`config.mk`:
```
export PLATFORM = sky130hd
export DESIGN_NAME = vtrn_unit
export DESIGN_NICKNAME = d
export VERILOG_FILES = /design/src/rtl/vtrn_pkg.sv /design/src/rtl/vtrn_decode.sv /design/src/rtl/vtrn_permute.sv /design/src/rtl/vtrn_unit.sv
export SDC_FILE = /design/constraint.sdc
export NUM_CORES = 1
export LEC_CHECK = 0
export ABC_AREA = 1
export CORE_MARGIN = 3
export CORE_UTILIZATION = 30
export CTS_CLUSTER_DIAMETER = 60
export DETAILED_ROUTE_END_ITERATION = 7
export DONT_BUFFER_PORTS = 1
export SETUP_SLACK_MARGIN = 0.2
export SLEW_MARGIN = 40
export SYNTH_ARGS = -nofsm -noshare
export SYNTH_HDL_FRONTEND = slang
export SYNTH_SLANG_ARGS = --single-unit
```
`constraint.sdc`:
```
create_clock -name clk -period 1.8 [get_ports clk]
set_input_delay 0.18 -clock clk [delete_from_list [all_inputs] [get_ports clk]]
set_output_delay 0.18 -clock clk [all_outputs]
set_load 0.01 [all_outputs]
```
`src/rtl/vtrn_pkg.sv`:
```
package vtrn_pkg;
    localparam int VEC_W  = 128;
    localparam int INSN_W = 32;
    localparam int RIDX_W = 5;
    localparam int NSIZE  = 4;
    localparam int SIZE_W = $clog2(NSIZE);

    typedef struct packed {
        logic              match;
        logic              reserved;
        logic              op;
        logic              q;
        logic [SIZE_W-1:0] size;
        logic [RIDX_W-1:0] rd;
        logic [RIDX_W-1:0] rn;
        logic [RIDX_W-1:0] rm;
    } dec_t;

    typedef struct packed {
        logic              valid;
        logic              undef;
        logic              unrec;
        logic [RIDX_W-1:0] rd;
        logic [RIDX_W-1:0] rn;
        logic [RIDX_W-1:0] rm;
        logic [VEC_W-1:0]  result;
    } out_t;
endpackage

```
`src/rtl/vtrn_decode.sv`:
```
module vtrn_decode
    import vtrn_pkg::*;
(
    input  logic [INSN_W-1:0] insn,
    output dec_t              dec
);
    always_comb begin
        dec.match    = (insn[31] == 1'b0) && (insn[29:24] == 6'b001110) &&
                       (insn[21] == 1'b0) && (insn[15] == 1'b0) &&
                       (insn[13:10] == 4'b1010);
        dec.q        = insn[30];
        dec.size     = insn[23:22];
        dec.op       = insn[14];
        dec.reserved = (insn[23:22] == 2'b11) && !insn[30];
        dec.rd       = insn[4:0];
        dec.rn       = insn[9:5];
        dec.rm       = insn[20:16];
    end
endmodule

```
`src/rtl/vtrn_permute.sv`:
```
module vtrn_permute
    import vtrn_pkg::*;
#(
    parameter int W = VEC_W
) (
    input  logic [W-1:0]      opa,
    input  logic [W-1:0]      opb,
    input  logic              op,
    input  logic              q,
    input  logic [SIZE_W-1:0] size,
    output logic [W-1:0]      result
);
    localparam int HALF = W / 2;

    logic [W-1:0] cand [NSIZE];

    for (genvar s = 0; s < NSIZE; s++) begin : g_size
        localparam int ES = 8 << s;
        localparam int NP = W / ES / 2;
        for (genvar p = 0; p < NP; p++) begin : g_pair
            assign cand[s][(2*p)*ES +: ES]   = op ? opa[(2*p+1)*ES +: ES] : opa[(2*p)*ES +: ES];
            assign cand[s][(2*p+1)*ES +: ES] = op ? opb[(2*p+1)*ES +: ES] : opb[(2*p)*ES +: ES];
        end
    end

    logic [W-1:0] sel;
    always_comb begin
        sel    = cand[size];
        result = q ? sel : {{HALF{1'b0}}, sel[HALF-1:0]};
    end
endmodule

```
`src/rtl/vtrn_unit.sv`:
```
module vtrn_unit
    import vtrn_pkg::*;
(
    input  logic              clk,
    input  logic              rst,
    input  logic              in_valid,
    input  logic [INSN_W-1:0] in_insn,
    input  logic [VEC_W-1:0]  in_opa,
    input  logic [VEC_W-1:0]  in_opb,
    output logic              out_valid,
    output logic              out_undef,
    output logic              out_unrec,
    output logic [RIDX_W-1:0] out_rd,
    output logic [RIDX_W-1:0] out_rn,
    output logic [RIDX_W-1:0] out_rm,
    output logic [VEC_W-1:0]  out_result
);
    dec_t             dec;
    logic [VEC_W-1:0] perm;
    out_t             out_d, out_q;

    vtrn_decode u_dec (.insn(in_insn), .dec(dec));

    vtrn_permute #(.W(VEC_W)) u_perm (
        .opa(in_opa), .opb(in_opb), .op(dec.op), .q(dec.q),
        .size(dec.size), .result(perm)
    );

    always_comb begin
        out_d = '0;
        if (in_valid) begin
            out_d.rd = dec.rd;
            out_d.rn = dec.rn;
            out_d.rm = dec.rm;
            if (!dec.match) begin
                out_d.unrec = 1'b1;
            end else if (dec.reserved) begin
                out_d.undef = 1'b1;
            end else begin
                out_d.valid  = 1'b1;
                out_d.result = perm;
            end
        end
    end

    always_ff @(posedge clk) begin
        if (rst) out_q <= '0;
        else     out_q <= out_d;
    end

    assign out_valid  = out_q.valid;
    assign out_undef  = out_q.undef;
    assign out_unrec  = out_q.unrec;
    assign out_rd     = out_q.rd;
    assign out_rn     = out_q.rn;
    assign out_rm     = out_q.rm;
    assign out_result = out_q.result;
endmodule

```
# After elaboration in Yosys (flattened, before gate mapping)
# Index checks and enable logic that the tools add are counted.
# totals
ff_bits,146
in_bits,291
output_inout_bits,146
elab_cells,65
# op_classes
magnitude_cmp,1
eq_ne,3
mux,36
bitwise,7
reduce_logical,10
# op_table
cell,count
128-bit binary-select mux with 2-bit select,1
128-bit two-way mux,2
16-bit two-way mux,8
32-bit two-way mux,4
64-bit two-way mux,2
8-bit two-way mux,16
6-bit by 4-bit == test with 1-bit output (second input constant),1
1-bit NOT,6
1-bit logical AND,5
5-bit OR reduction,1
4-bit == test (second input constant),1
4-bit OR reduction,1
3-bit greater-or-equal comparator (second input constant),1
1-bit two-way mux,3
2-bit NOT with 3-bit output,1
3-bit OR reduction,1
2-bit == test (second input constant),1
2-bit OR reduction,1
1-bit zero test,1

# Logic depth before layout (Yosys ltp)
# depth
ltp_word,7
ltp_mapped,10
ltp_nobuf,8

# Hierarchy
# From an unflattened synthesis, not the netlist that was laid out.
# unflattened
cells_unflattened,2059
hier_area_um2,11155.7
# modules_own_cells
mod,n_inst,cells_each,area_per_inst_um2,seq_area_each_um2
vtrn_permute,1,1563,6734.0,0.0
vtrn_unit,1,457,4200.3,2922.8
vtrn_decode,1,39,221.5,0.0

# Worst setup path before layout
# OpenSTA, ideal clock, no wires.
# synth_path
path_kind,input port to flip-flop
startpoint,input port in_insn[23]
endpoint,register out_q (netlist bit out_result[61])
setup_time_ns,0.117
arrival_ns,1.071
t_required_ns,1.683
slack_ns,0.612
path_stages,8
n_path_buf,3
cell_sequence,buf_2 nand2_2 inv_2 nand2_1 nand4_1 buf_4 buf_2 nor2_1
# synth_via
elab_chain_len,4
elab_cells_between_ends,7
cone_classes,eq/ne: 1; mux: 3; bitwise: 1; reduce/logical: 2
# synth_lines
item,line_no,rtl
start: declaration,vtrn_unit.sv:7,"input logic [INSN_W-1:0] in_insn,"
2-bit NOT with 3-bit output (not written as such),vtrn_permute.sv:28,sel = cand[size];
128-bit binary-select mux with 2-bit select,vtrn_permute.sv:28,
128-bit two-way mux (not written as such) (2 in series),vtrn_permute.sv:28,
end signal: assignment,vtrn_unit.sv:48,else out_q <= out_d;
end: declaration,vtrn_unit.sv:20,"out_t out_d, out_q;"
# Several ways; a longest one is shown, not always the timed one. The select of a mux whose other input is x is not followed.
# A chain may end at the register's enable or synchronous reset.

# Worst setup path after layout
# layout_path
startpoint,input port in_insn[22]
endpoint,register out_q (netlist bit out_result[78])
# The elaborated chain is that of the path after synthesis.

==> results.tsv <==
stage	metric	value	unit
worst_setup_path	Setup Crit Path Kind	in -> reg	
worst_setup_path	Req. time, crit path	2.13	ns
clock_tree	CTS tree	yes	
routing	First DRT Iteration DRCs	1452	
routing	Post-route DRC	0	
clock_tree	TritonCTS Buffers	17	
final_layout	share of cells above drive strength 1	4.196	%
worst_hold_path	Hold/Removal Path Class	in -> reg	
worst_setup_path	CP max FO	148	
pwr	Leakage	0.006401	uW
global_route	global-route wire length before repair	86.15	mm
timing	Hold Vio Cnt, Final	0	
global_route	vias in the first global route	12010	
pwr	Worst VDD drop	0.7346	mV
clock_tree	clock root cell	clkbuf_16	
pwr	Power Density	762.9	mW/mm^2
logic_synthesis	sequential cell area fraction in the yosys report	27.99	%
global_route	GR Util All Layers	32.15	%
final_layout	fillers	3896	
logic_synthesis	Synth Area per Inst	5.283	sq um
floorplan	Die W	192.6	um
final_layout	post-layout util	35.95	%
final_layout	Area Growth Syn to Fin	16.87	%
logic_synthesis	post-synth cell types	19	
timing	period utilization	88.91	%
logic_synthesis	Yosys reg bits	146	
floorplan	chip height	192.6	um
global_route	total global routing overflow	0	
clock_tree	clock buffer depth	2	
floorplan	Rows	67	
placed_design	routability cong.	0.9246	
placed_design	DP HPWL	47.19	mm
global_route	initial antenna violation count	2	
floorplan	Ports	437	
timing	Max Freq	624.8	MHz
final_layout	multi-input logic area	0.006521	sq mm
logic_synthesis	mapped cell area	0.01044	sq mm
worst_setup_path	Startpoint Class	input port	
final_layout	commonest non-fill, non-tap cell in the layout	nand2_1	
timing	unrepaired setup endpoints after global routing	true	
timing	fin crit period	1.600	ns
timing	slew margin rel.	61.97	%
logic_synthesis	Cells after Synth	1977	
routing	vias after detailed routing	13240	
clock_tree	clk slew on worst S/H paths	0.07	ns
routing	WL final	61.51	mm
final_layout	most frequent cells in the layout	nand2_1, nor2_1, nand3_1	
logic_synthesis	Synthesis Warnings	0	
routing	vias per std cell	5.452	
worst_setup_path	Worst Path Arrival	1.93	ns
logic_synthesis	Post-Syn Nets	2268	
final_layout	NumNets Final	2257	
routing	Avg WL per Cell	25.33	um
clock_tree	clk sinks	146	
timing	Final Slew Violations	0	
timing	actual slew at the worst max-slew pin	0.5705	ns
run	max-cap viol count	0	
worst_setup_path	crit end category	register	
routing	antenna-violating nets left	0	
global_route	pin count of the biggest net entering global routing	249	
clock_tree	# Post-CTS Setup Buffers	0	
placed_design	Buffers on Ports	0	
timing	final setup TNS	0	ns
status	status	complete, no violations	
final_layout	Reg area	0.002923	sq mm
routing	DRT Pass-1 Iters	5	
clock_tree	H-tree depth	4	
floorplan	Die Area	0.03709	sq mm
floorplan	initial core utilization	30.76	%
timing	final setup vio count	0	
floorplan	core area	0.03395	sq mm
-- repair_timing --
action | 4_1_cts | 5_1_grt
setup endpoints to repair | 0 | 7
hold buffers | 71 | 0
endpoints found under the hold margin | 90 | 0
resized for setup | 0 | 3
-- critical path, cell delays in order --
cell and delay, ns:
inv_4 0.32, buf_6 0.25, o21ai_0 0.13, o21ai_0 0.16, nand2_1 0.08, nand2_1 0.07
dlygate4sd3_1 0.55, nor2_1 0.04
-- per-layer routing --
| layer | track usage, % | vias to the layer above | share of wire [%] |
|---|---|---|---|
| li1 | - | 6128 | - |
| met1 | 39.46 | 6099 | 38 |
| met2 | 51.79 | 883 | 45 |
| met4 | 13.51 | 10 | 4.5 |
| met5 | 0 | - | 0.094 |
| met3 | 10.30 | 117 | 12 |
-- cell families after synthesis --
family,count (synthesis),synth area share (%)
and+or+nand+nor,1391,52.67
DFF,146,27.99
buffers and inverters,238,9.644
AOI/OAI and AO/OA,202,9.704
-- synthesized netlist by cell type --
library cell | n | share of area, %
nand4_1 | 1 | 0.060
dfxtp_1 | 146 | 28
buf_1 | 13 | 0.47
buf_4 | 3 | 0.22
inv_2 | 5 | 0.18
a21oi_1 | 115 | 5.5
o21ai_1 | 9 | 0.43
buf_2 | 82 | 3.9
nand2_1 | 984 | 35
or2_2 | 8 | 0.48
o211ai_1 | 1 | 0.072
clkbuf_1 | 37 | 1.3
nor3_1 | 7 | 0.34
inv_1 | 98 | 3.5
nor2_1 | 196 | 7.0
nor2_2 | 2 | 0.12
nand2_2 | 1 | 0.060
o21ai_0 | 77 | 3.7
nand3_1 | 192 | 9.2
-- through the flow --
step | cell area, sq um | setup WS [ns] | total power (uW) | std cells | hold WS, ns
after floorplan | 10440 | 0.6115 | 4672 | 1977 | 0.2922
after CTS | 12190 | 0.3078 | 9318 | 2426 | 0.00003361
after detailed placement | 10820 | 0.3334 | 5015 | 2324 | 0.2981
after global placement | 10820 | 0.3650 | 5001 | 2324 | 0.2935
final | 12210 | 0.1996 | 9312 | 2428 | 0.007939
after global routing | 12200 | 0.1947 | 9692 | 2427 | 0.01386
-- sequential cells by signal (all words and copies together) (netlist names) --
signal,cells
out_rm,5
out_unrec,1
out_undef,1
out_rd,5
out_valid,1
out_rn,5
out_result,128
-- power breakdown --
part / total (uW) / internal (uW) / switching (uW) / leakage (uW)
combinational: 1910 / 694 / 1210 / 0.00491
clock: 4150 / 2480 / 1670 / 0.000308
sequential: 3260 / 3240 / 14.6 / 0.00118
total: 9310 / 6420 / 2890 / 0.00640
-- path summary, 6_finish.rpt --
kind	startpoint	to	slack, ns	cells after the start
worst max-delay path	in_insn[22]	out_result[78]	0.20	8
worst min-delay path	in_opb[95]	out_result[127]	0.008	4
-- area by class of cell --
class	instances	share of cell area [%]
diodes	2	0.04100
repair buffers	105	9.380
clock inverters	14	1.866
inverters	103	3.260
clock buffers	17	3.485
well taps	448	4.593
multi-input cells	1593	53.43
flip-flops and latches	146	23.95
Power figures use the tool's default switching activity.
